File: src/rtl/fp_round_unit.sv
module fp_round_unit #(
  parameter int EXP_W  = 8,
  parameter int FRAC_W = 23
) (
  input  logic                      clk,
  input  logic                      rst_n,
  input  logic                      in_valid,
  input  logic                      in_sign,
  input  logic [EXP_W:0]            in_exp,
  input  logic [FRAC_W:0]           in_mant,
  input  logic [2:0]                in_grs,
  input  logic [1:0]                in_tag,
  input  logic                      csr_we,
  input  logic [31:0]               csr_wdata,
  output logic [31:0]               csr_rdata,
  output logic                      out_valid,
  output logic [EXP_W+FRAC_W:0]     out_result,
  output logic                      out_exc
);
  localparam int MANT_W  = FRAC_W + 1;
  localparam int WORD_W  = 1 + EXP_W + FRAC_W;
  localparam int EXP_MAX = (1 << EXP_W) - 1;
  localparam logic [1:0] TAG_NUM = 2'b00, TAG_ZERO = 2'b01, TAG_INF = 2'b10;

  logic [1:0] mode_q;
  logic [2:0] flag_q, en_q;
  logic [3:0] cause_q;

  wire rz = (mode_q != 2'b00);
  wire g  = in_grs[2];
  wire r  = in_grs[1];
  wire s  = in_grs[0];
  wire up = !rz && g && (r || s || in_mant[0]);

  wire [MANT_W:0]  msum = {1'b0, in_mant} + {{MANT_W{1'b0}}, up};
  wire             cout = msum[MANT_W];
  wire [EXP_W+1:0] esum = {1'b0, in_exp} + {{(EXP_W+1){1'b0}}, cout};
  wire [FRAC_W-1:0] frac_n = cout ? msum[FRAC_W:1] : msum[FRAC_W-1:0];
  wire ovf = (esum >= (EXP_W+2)'(EXP_MAX));
  wire unf = (in_exp == '0);

  logic [WORD_W-1:0] res_n;
  logic c_o, c_u, c_i;

  always_comb begin
    res_n = '0;
    c_o = 1'b0;
    c_u = 1'b0;
    c_i = 1'b0;
    case (in_tag)
      TAG_ZERO: res_n = {in_sign, {(WORD_W-1){1'b0}}};
      TAG_INF:  res_n = {in_sign, {EXP_W{1'b1}}, {FRAC_W{1'b0}}};
      TAG_NUM: begin
        if (unf) begin
          res_n = {in_sign, {(WORD_W-1){1'b0}}};
          c_u = 1'b1;
          c_i = 1'b1;
        end else if (ovf) begin
          c_o = 1'b1;
          c_i = 1'b1;
          if (rz) res_n = {in_sign, EXP_W'(EXP_MAX - 1), {FRAC_W{1'b1}}};
          else    res_n = {in_sign, {EXP_W{1'b1}}, {FRAC_W{1'b0}}};
        end else begin
          res_n = {in_sign, esum[EXP_W-1:0], frac_n};
          c_i = |in_grs;
        end
      end
      default:  res_n = {1'b0, {EXP_W{1'b1}}, 1'b1, {(FRAC_W-1){1'b0}}};
    endcase
  end

  wire [3:0] cause_n = {mode_q[1], c_o, c_u, c_i};
  wire       exc_n   = cause_n[3] || |(cause_n[2:0] & en_q);

  always_ff @(posedge clk) begin
    if (!rst_n) begin
      mode_q     <= '0;
      flag_q     <= '0;
      en_q       <= '0;
      cause_q    <= '0;
      out_valid  <= 1'b0;
      out_result <= '0;
      out_exc    <= 1'b0;
    end else begin
      out_valid <= in_valid;
      if (csr_we) begin
        mode_q <= csr_wdata[1:0];
        en_q   <= csr_wdata[7:5];
      end
      if (in_valid) begin
        out_result <= res_n;
        out_exc    <= exc_n;
        cause_q    <= cause_n;
        if (!exc_n) flag_q <= flag_q | cause_n[2:0];
      end else begin
        out_exc <= 1'b0;
        if (csr_we) begin
          flag_q  <= csr_wdata[4:2];
          cause_q <= csr_wdata[11:8];
        end
      end
    end
  end

  assign csr_rdata = {20'h0, cause_q, en_q, flag_q, mode_q};

  p_latency_r9: assert property (@(posedge clk) disable iff (!rst_n)
    in_valid |=> out_valid);
  p_flags_hold_r10: assert property (@(posedge clk) disable iff (!rst_n)
    (out_valid && out_exc) |-> (flag_q == $past(flag_q)));
  p_flags_sticky_r10: assert property (@(posedge clk) disable iff (!rst_n)
    !$past(csr_we) |-> ((flag_q & $past(flag_q)) == $past(flag_q)));
  p_rz_no_inf_r4: assert property (@(posedge clk) disable iff (!rst_n)
    (out_valid && $past(mode_q) == 2'b01 && $past(in_tag) == TAG_NUM)
      |-> (out_result[WORD_W-2:FRAC_W] != {EXP_W{1'b1}}));
  p_reserved_err_r8: assert property (@(posedge clk) disable iff (!rst_n)
    (out_valid && $past(mode_q[1])) |-> (cause_q[3] && out_exc));
endmodule

File: config.mk
export PLATFORM = sky130hd
export DESIGN_NAME = fp_round_unit
export DESIGN_NICKNAME = d
export VERILOG_FILES = /design/src/rtl/fp_round_unit.sv
export SDC_FILE = /design/constraint.sdc
export NUM_CORES = 1
export LEC_CHECK = 0
export BUFFER_PORTS_ARGS = -buffer_cell sky130_fd_sc_hd__buf_2
export CAP_MARGIN = 20
export CORE_ASPECT_RATIO = 0.75
export CORE_MARGIN = 3
export CORE_UTILIZATION = 50
export CTS_CLUSTER_DIAMETER = 50
export DETAILED_ROUTE_END_ITERATION = 7
export GPL_ROUTABILITY_DRIVEN = 1
export GPL_TIMING_DRIVEN = 0
export PLACE_DENSITY = 0.85
export SETUP_SLACK_MARGIN = 0.4
export SYNTH_ARGS = -nofsm -noshare
export SYNTH_HDL_FRONTEND = slang
export SYNTH_SLANG_ARGS = --single-unit
File: constraint.sdc
create_clock -name clk -period 6.6 [get_ports clk]
set_input_delay 0.66 -clock clk [delete_from_list [all_inputs] [get_ports clk]]
set_output_delay 0.66 -clock clk [all_outputs]
set_load 0.01 [all_outputs]
== Word-level counts from Yosys, hierarchy flattened ==
Cells that the tools add are included.

* Register bits: 46
* Output and inout bits: 66
* Logic and storage cells: 47

* $add $sub $neg: 2
* Mux-type cells: 18
* Reduce and logical (&&, ||, !) cells: 14
* Equality and inequality tests: 3
* Bitwise gates (word level): 2
* $lt $le $gt $ge: 1

{| class="wikitable"
|+ Operator list
! operator !! count
|-
| $pmux W32 S3 || 1
|-
| $mux W31 || 2
|-
| $add A24 B1 Y25 || 1
|-
| $mux W24 || 1
|-
| $mux W23 || 1
|-
| $add A9 B1 Y10 || 1
|-
| $ge A10 B8 Y1 const B || 1
|-
| $logic_not A9 Y1 || 1
|-
| $mux W3 || 3
|-
| $mux W1 || 8
|-
| $mux W4 || 2
|-
| $reduce_or A3 Y1 || 2
|-
| $reduce_and A2 Y1 || 2
|-
| $reduce_bool A2 Y1 || 2
|-
| $and A3 B3 Y3 || 1
|-
| $logic_or A1 B1 Y1 || 3
|-
| $or A3 B3 Y3 || 1
|-
| $eq A2 B1 Y1 const B || 1
|-
| $eq A2 B2 Y1 const B || 1
|-
| $logic_and A1 B1 Y1 || 2
|-
| $logic_not A2 Y1 || 1
|-
| $ne A2 B2 Y1 const B || 1
|-
| $logic_not A1 Y1 || 1
|}

== Depth between registers and ports, before layout ==
Gate-level depths: netlist (run 1).

* Word-level depth: 15
* Mapped depth: 18
* Depth with buffers taken out: 15

== Worst setup path after synthesis (run 1) ==
OpenSTA, ideal clock, no wires.

* Path type: input to register
* Start: in in_grs[2]
* End: reg out_result[10]
* Arrival: 3773 ps
* Path buffers: 3
* Stages on the path: 18
* Setup slack: 2757 ps
* Required time: 6530 ps
* Setup time: 70 ps
* Cell sequence: nand4bb_2 -> inv_1 -> ha_1 -> nand2_1 -> nor3_4 -> nand4_1 -> clkbuf_1 -> inv_1 -> ha_1 -> ha_1 -> and4_4 -> buf_6 -> xnor2_1 -> o22ai_1 -> a221o_2 -> buf_6 -> a31o_1 -> a21oi_2

* Cells in the longest elaborated chain, start to end: 8

{| class="wikitable"
|+ RTL lines
! what !! RTL line !! text
|-
| from (decl) || 11 || <nowiki>input logic [2:0] in_grs,</nowiki>
|-
| $logic_and A1 B1 Y1 (*) (2 in series) || 33 || <nowiki>wire up = !rz && g && (r || s || in_mant[0]);</nowiki>
|-
| $add A24 B1 Y25 (*) || 35 || <nowiki>wire [MANT_W:0] msum = {1'b0, in_mant} + {{MANT_W{1'b0}}, up};</nowiki>
|-
| $add A9 B1 Y10 || 37 || <nowiki>wire [EXP_W+1:0] esum = {1'b0, in_exp} + {{(EXP_W+1){1'b0}}, cout};</nowiki>
|-
| $ge A10 B8 Y1 || 39 || <nowiki>wire ovf = (esum >= (EXP_W+2)'(EXP_MAX));</nowiki>
|-
| $mux W31 (*) || 58 || <nowiki>end else if (ovf) begin</nowiki>
|-
| $mux W31 (*) || 54 || <nowiki>if (unf) begin</nowiki>
|-
| $pmux W32 S3 (*) || 50 || <nowiki>case (in_tag)</nowiki>
|-
| to (signal assigned) || 91 || <nowiki>out_result <= res_n;</nowiki>
|-
| to (decl) || 17 || <nowiki>output logic [EXP_W+FRAC_W:0] out_result,</nowiki>
|}

Every way passes the cells marked *; elsewhere a longest branch is shown, timed or not.
A chain may end at the register's enable or synchronous reset.

== Final worst setup path (run 1) ==
* Start: reg mode_q[1]
* End: reg out_result[21]

* Cells in the longest elaborated chain, start to end: 10

{| class="wikitable"
|+ RTL lines
! what !! RTL line !! text
|-
| from (decl) || 25 || <nowiki>logic [1:0] mode_q;</nowiki>
|-
| from (signal assigned) || 87 || <nowiki>mode_q <= csr_wdata[1:0];</nowiki>
|-
| $reduce_bool A2 Y1 (*) || 29 || <nowiki>wire rz = (mode_q != 2'b00);</nowiki>
|-
| $logic_not A1 Y1 || 33 ||
|-
| $logic_and A1 B1 Y1 (2 in series) || 33 ||
|-
| $add A24 B1 Y25 || 35 ||
|-
| $add A9 B1 Y10 || 37 ||
|-
| $ge A10 B8 Y1 || 39 ||
|-
| $mux W31 (*) || 58 ||
|-
| $mux W31 (*) || 54 ||
|-
| $pmux W32 S3 (*) || 50 ||
|}

Marks and branches as above.

==> metrics.yaml, run 1 <==
clocking:
  cts_resized: 0
  hold_buffers: 0
  clockBufferDepth: 2
  cts_setup_buffers: 0
  clkTransAtPathRegs_ns: 0.09
  cts-buffers-inserted: 5
  cts_root_buf: "clkbuf_8"
  clk_latency_ns: 0.31
  cts_tree: "done"
  clock_sinks: 46
  cts_max_level: 2
power_and_ir_drop:
  clkPwrFrac_pct: 29.1
  power.leakage_nw: 1.71
  p_sw_uw: 199
  switching_share_pct: 31.9
  power_frac_comb_pct: 22.9
  p_per_area_nw_per_um2: 167
  internal-power_uw: 426
  vdd_drop_max_mv: 0.130
  power_uw: 625
  pwr-share-seq_pct: 48.0
floorplanning:
  fp.dieH_um: 73.3
  fp.coreArea_sq_um: 5580
  num_rows: 23
  die_x_um: 95.7
  dieArea_sq_um: 7010
  io_pins: 141
  start_util_pct: 54.1
place:
  hpwl_mm: 7.16
  post-place-ws_ns: 1.96
  gp_congestion: 0.906
  io_buffers: 96
critical_path:
  slowest_delay_ns: 0.41
  path_class: "reg -> reg"
  crit_top_cell: "ha_1"
  critPathCaptureType: "flop"
  critPathLaunchType: "flop"
  worstPathCellList: "nand4bb_2 -> inv_1 -> ha_1 -> nand2_1 -> nor3_4 -> nand4_1 -> clkbuf_1 -> inv_1 -> ha_1 -> ha_1 -> and4_4 -> buf_6 -> xnor2_1 -> o22ai_1 -> a21oi_2 -> clkbuf_1 -> a31o_1 -> a21oi_2"
  cp_top_family: "simple AND/OR/NAND/NOR gates"
  path_max_fanout: 10
  cp_data_required_time_ns: 6.77
  path_buf_inv: 5
  arrival_ns: 4.59
  cp_slowest_cell: "clkbuf_1"
drt:
  via_count: 3199
  finalWirelength_mm: 9.17
  drcViolationCount: 0
  drtIter0Drc: 265
  firstDrtPassIters: 4
  via_per_inst: 5.70
  antenna_left: 0
  wire_per_inst_um: 16.3
timing:
  worst_slack_ns: 2.18
  rsz0062_at_grt: "false"
  setup_tns_ns: 0
  skew_ns: 0.00655
  hold_violations: 0
  slew_headroom_pct: 50.4
  drv_slew: 0
  max_freq_mhz: 226
  setup_viol: 0
  min_period_ns: 4.42
  worst_slew_pin_slew_ns: 0.745
  period_share_pct: 67.0
global_routing:
  gr-total-overflow: 0
  use_met3_pct: 7.27
  grt_use_met1_pct: 38.3
  use_met2_pct: 38.9
  grt_pass1_vias: 3024
  grt_usage_pct: 26.3
  grt-busiest-layer: "met2"
  antenna_found_initial: 0
  grt_pass1_wl_mm: 14.6
  grt_max_degree: 16
logic_synthesis:
  synth_edf_count: 0
  ys_seq_area_share_pct: 30.5
  synth_top_area_share_pct: 30.5
  async_flop_share_pct: 0
  yosysWarnings: 0
  yosysMostFrequentCell: "dfxtp_1"
  syn_inst: 363
  synth_largest_area_cell: "dfxtp_1"
  synth_area_sq_um: 3020
  ys_top_cells_by_area: "dfxtp_1 (31%), buf_4 (5.2%), nand2_1 (5.0%), a21oi_2 (3.8%), xor2_1 (3.8%)"
  synth_top_cells_by_count: "dfxtp_1 (46), nand2_1 (40), buf_4 (21), nor2_1 (21), a21oi_1 (20)"
  synth_cell_types: 56
  ys.flop_type: "dfxtp_1"
  avgSynthCellArea_sq_um: 8.31
  synth_seq_cells: 46
final_layout:
  diodes: 0
  fin_util_pct: 67.2
  syn2layout_area_growth_pct: 24.3
  fill_cells: 497
  final_nets: 563
  drive_gt1_share_pct: 33.7
min_path:
  min-delay-path-class: "reg -> reg"
flow_run:
  maxCapViolCount: 0
run_status:
  status: "complete, no violations"
[power groups by stage]
stage | Clock (mW) | Combinational, mW | Sequential [mW]
after floorplan | 0 | 0.0776 | 0.311
after global placement | 0 | 0.136 | 0.305
after detailed placement | 0 | 0.140 | 0.306
after CTS | 0.183 | 0.141 | 0.300
after global routing | 0.196 | 0.157 | 0.301
final | 0.182 | 0.143 | 0.300
[worst paths after layout]
check	startpoint	to	slack (ns)	cells after the start
worst max-delay path	mode_q[1]$_SDFFE_PN0P_	out_result[21]$_SDFFE_PN0P_	2.18	18
worst min-delay path	out_result[2]$_SDFFE_PN0P_	out_result[2]$_SDFFE_PN0P_	0.47	2
worst min register to register	out_result[2]$_SDFFE_PN0P_	out_result[2]$_SDFFE_PN0P_	0.47	2
worst max register to register	mode_q[1]$_SDFFE_PN0P_	out_result[21]$_SDFFE_PN0P_	2.18	18
[flip-flops by register name, summed over array words and instances (netlist names)]
| signal | flops |
|---|---|
| out_exc | 1 |
| flag_q | 3 |
| out_valid | 1 |
| out_result | 32 |
| mode_q | 2 |
| cause_q | 4 |
| en_q | 3 |
[cell type report]
class	instances	area (sq um)	share of cell area, %
Multi-Input combinational cell	286	1870	49.9
Sequential cell	46	921	24.5
Timing Repair Buffer	96	480	12.8
Buffer	42	265	7.07
Tap cell	75	93.8	2.50
Clock buffer	5	68.8	1.83
Inverter	8	30.0	0.801
Clock inverter	3	18.8	0.500
[tightest hold or removal path, cell delays in order, from the launching register on]
cell and delay, ns:
dfxtp_1 0.32, nand2_1 0.05, a21oi_1 0.05
[stage by stage]
stage | instances | hold slack [ns] | instance area, sq um
6_report | 561 | 0.471 | 3750
3_5_place_dp | 553 | 0.448 | 3660
2_1_floorplan | 382 | 0.476 | 3090
5_1_grt | 561 | 0.481 | 3750
4_1_cts | 561 | 0.470 | 3750
3_3_place_gp | 553 | 0.443 | 3660
[kinds of logic (layout without fill, tap and decap cells)]
kind of cell / count (synthesis) / in the layout / synth area share, %
buffers and inverters: 50 / 154 / 9.78
and+or+nand+nor: 121 / 121 / 21.0
AOI/OAI and AO/OA: 108 / 108 / 26.9
adders and majority gates: 3 / 3 / 1.24
muxes: 12 / 12 / 4.06
DFF: 46 / 46 / 30.5
xor gates and xnor gates: 22 / 22 / 6.38
other: 1 / 20 / 0.124
[metal layers]
metal  vias to the layer above  part of all wire (%)
met1                      1507                    45
met4                         0                  0.53
met3                         6                    11
li1                       1516                     -
met2                       170                    44
met5                         -                     0
[cells in the final DEF (no fill, tap or decap), types with 4 or more instances in the layout]
cell type / n
a21o_1: 8
conb_1: 20
nand3_1: 16
xnor2_1: 9
a21oi_2: 13
nand2_1: 40
a21oi_1: 20
o21ai_0: 19
buf_4: 21
a31o_1: 11
clkbuf_1: 12
nor3_1: 8
xor2_1: 13
inv_1: 8
mux2i_1: 10
nor2_1: 21
and4_1: 4
and3_1: 5
nand4_1: 8
buf_2: 101
o21a_1: 7
clkbuf_8: 5
dfxtp_1: 46
Note: power is estimated with default switching activity, not from simulation.
==> inputs of run 2 (changes only) <==
- ABC_AREA: default -> 1
- CORE_UTILIZATION: 50 -> 47
- PLACE_DENSITY: 0.85 -> 0.8
- clock period: 6.6 -> 4.2 ns (I/O delays scaled with it)
==> run 2 against run 1 <==
Worst hold slack lost 0.13 ns. Sequential cell count is the same. Wire length is essentially flat. Combinational power grew 66%.
==> metrics.yaml, run 2 <==
drt:
  wire_per_inst_um: 13.9  # -15%
  via_per_inst: 5.12  # -10%
  drcViolationCount: 0  # unchanged
  drtIter0Drc: 284  # +7.2%
  firstDrtPassIters: 4  # unchanged
  finalWirelength_mm: 9.17  # about the same
  antenna_left: 0  # unchanged
  via_count: 3366  # +5.2%
floorplanning:
  dieArea_sq_um: 7510  # +7.1%
  io_pins: 141  # unchanged
  num_rows: 24  # +4.3%
  fp.coreArea_sq_um: 6040  # +8.1%
  die_x_um: 99.1  # +3.5%
  start_util_pct: 50.6  # -3.4 points
  fp.dieH_um: 75.8  # +3.5%
place:
  gp_congestion: 0.917  # +1.3%
  place_area_sq_um: 3720  # +1.5%
  io_buffers: 99  # +3.1%
  hpwl_mm: 7.43  # +3.8%
  dp.cells: 650  # +18%
logic_synthesis:
  syn_inst: 454  # +25%
  ys_top_cells_by_area: "dfxtp_1 (30%), nand2_1 (12%), nor2_1 (6.1%), a21oi_1 (5.4%), buf_4 (5.2%)"
  ys_seq_area_share_pct: 30.1  # -0.37 points
  ys.flop_type: "dfxtp_1"
  synth_top_cells_by_count: "nand2_1 (96), nor2_1 (50), dfxtp_1 (46)"
  yosysMostFrequentCell: "nand2_1"
  synth_compound_area_share_pct: 17.2  # -9.7 points
  synth_adder_area_share_pct: 1.23  # -0.015 points
  synthMuxAreaShare_pct: 0  # -4.1 points
  synth_top_area_share_pct: 30.1  # -0.37 points
  synth_largest_area_cell: "dfxtp_1"
  synthSimpleGateAreaFrac_pct: 35.0  # +14 points
  synth_seq_cells: 46  # unchanged
  yosysWarnings: 0  # unchanged
  synth_edf_count: 0  # unchanged
  avgSynthCellArea_sq_um: 6.73  # -19%
  synth_cell_types: 46  # -18%
  synth_top_family_by_area: "simple AND/OR/NAND/NOR gates"
  async_flop_share_pct: 0  # unchanged
  synth-xor-area-share_pct: 4.26  # -2.1 points
  synth_area_sq_um: 3060  # +1.2%
clocking:
  cts_setup_buffers: 0  # unchanged
  cts-buffers-inserted: 5  # unchanged
  cts_max_level: 2  # unchanged
  clkTransAtPathRegs_ns: 0.09  # about the same
  cts_root_buf: "clkbuf_8"
  clk_latency_ns: 0.30  # about the same
  clockBufferDepth: 2  # unchanged
  cts_tree: "done"
  clock_sinks: 46  # unchanged
run_status:
  status: "complete, no violations"
min_path:
  min-delay-path-class: "in -> reg"
  worstHoldStart: "csr_wdata[5]"
timing:
  hold_slack_ns: 0.340  # -0.131 ns
  worst_slew_pin_slew_ns: 0.535  # -0.210 ns
  setup_tns_ns: 0  # unchanged
  max_freq_mhz: 288  # +27%
  drv_slew: 0  # unchanged
  min_period_ns: 3.47  # -0.954 ns
  setup_viol: 0  # unchanged
  rsz0062_at_grt: "false"
  hold_violations: 0  # unchanged
  period_share_pct: 82.6  # +16 points
  skew_ns: 0.00529  # -0.00126 ns
  slew_headroom_pct: 64.2  # +14 points
critical_path:
  path_class: "reg -> reg"
  arrival_ns: 3.70  # -0.89 ns
  path_max_fanout: 9  # -1
  r2r_cells: 19  # +1
  r2r-start: "mode_q[1]$_SDFFE_PN0P_"
  cp_data_required_time_ns: 4.44  # -2.33 ns
  critPathLaunchType: "flop"
  critPathCaptureType: "flop"
  r2r_end: "out_result[1]$_SDFFE_PN0P_"
  regToRegSetupSlack_ns: 0.73  # -1.45 ns
  worstSetupStartpoint: "mode_q[1]$_SDFFE_PN0P_"
  setup.worst_path.end: "out_result[1]$_SDFFE_PN0P_"
power_and_ir_drop:
  vdd_drop_max_mv: 0.205  # +58%
  p_per_area_nw_per_um2: 257  # +54%
  power.leakage_nw: 1.86  # +8.7%
flow_run:
  maxCapViolCount: 0  # unchanged
global_routing:
  antenna_found_initial: 0  # unchanged
  grt_usage_pct: 23.8  # -2.6 points
  gr-total-overflow: 0  # unchanged
  grt_pass1_vias: 2935  # -2.9%
  grt_max_degree: 15  # -1
  grt_pass1_wl_mm: 14.3  # -1.8%
final_layout:
  fin_util_pct: 63.5  # -3.7 points
  diodes: 0  # unchanged
  reg_top3: "out_result (32), cause_q (4)"
  drive_gt1_share_pct: 28.4  # -5.3 points
  syn2layout_area_growth_pct: 25.4
  top_register: "out_result"
  finalNonFillerCells: 658  # +17%
  final_nets: 657  # +17%
  final_cell_mix: "buf_2 (99), nand2_1 (96), nor2_1 (50), dfxtp_1 (46), inv_1 (39)"
  mostFrequentLayoutCell: "buf_2"
  largest_reg_flops: 32  # unchanged
  fin_area_sq_um: 3830  # +2.2%
run 2: worst min-delay path by stage:
stage / to / slack [ns] / cells past startpoint
global route: en_q[2]$_SDFFE_PN0P_ / 0.36 / 3
global placement: flag_q[2]$_SDFFE_PN0P_ / 0.44 / 2
finish: en_q[0]$_SDFFE_PN0P_ / 0.34 / 3
detailed placement: flag_q[2]$_SDFFE_PN0P_ / 0.44 / 2
floorplan: flag_q[2]$_SDFFE_PN0P_ / 0.47 / 2
CTS: en_q[0]$_SDFFE_PN0P_ / 0.34 / 3
run 2: layout make-up:
type | instances | area [sq um]
fillers | 572 | 2200
clock inverters | 2 | 13.8
well taps | 78 | 97.6
clock buffers | 6 | 72.6
repair buffers | 99 | 495
multi-input cells | 352 | 1860
inverters | 43 | 164
flip-flops and latches | 46 | 921
plain buffers | 32 | 206
run 2: through the flow:
step | power [mW] | setup slack [ns]
after detailed placement | 0.713 | 0.646
after global placement | 0.710 | 0.673
after CTS | 0.981 | 0.618
final | 0.984 | 0.732
after global routing | 1.03 | 0.410
after floorplan | 0.622 | 1.17
run 2: cells by family (layout without fill, tap and decap cells):
| family | count (synthesis) | after routing |
|---|---|---|
| XOR/XNOR | 14 | 14 |
| buffers and inverters | 75 | 182 |
| flip-flops | 46 | 46 |
| adder cells (fa/ha/maj) | 3 | 3 |
| other | 1 | 20 |
| AND/OR/NAND/NOR | 227 | 227 |
| AO/OA/AOI/OAI | 88 | 88 |
run 2: layer usage:
metal	track usage, %	vias to the layer above	routed length, um
met5	0	-	0
met4	4.09	0	57
met3	4.67	4	715
met2	34.9	136	3760
met1	36.3	1504	4640
li1	-	1722	-
run 2: power breakdown:
part           internal, mW  total [mW]  switching, mW
clock network         0.118       0.274          0.156
registers             0.459       0.472         0.0134
logic                0.0923       0.238          0.146
total                 0.669       0.984          0.315
run 2: critical path, cell delays in order (launching register included):
cell and delay (ns):
dfxtp_1 0.38, nor2_4 0.20, nand3_2 0.18, inv_1 0.10, ha_2 0.23, nand3_4 0.13, inv_1 0.12, nand3_1 0.07
nor3_1 0.15, ha_2 0.25, ha_1 0.23, nand2_2 0.10, nor2_2 0.15, nand2_2 0.09, a21oi_4 0.27, nand2_8 0.13
nand2_4 0.13, nand2_4 0.09, or2_1 0.29, a21oi_2 0.12
run 2: what timing repair did:
item	4_1_cts	5_1_grt
hold buffers	0	0
endpoints found under the setup margin	0	25
gates resized for setup	0	5
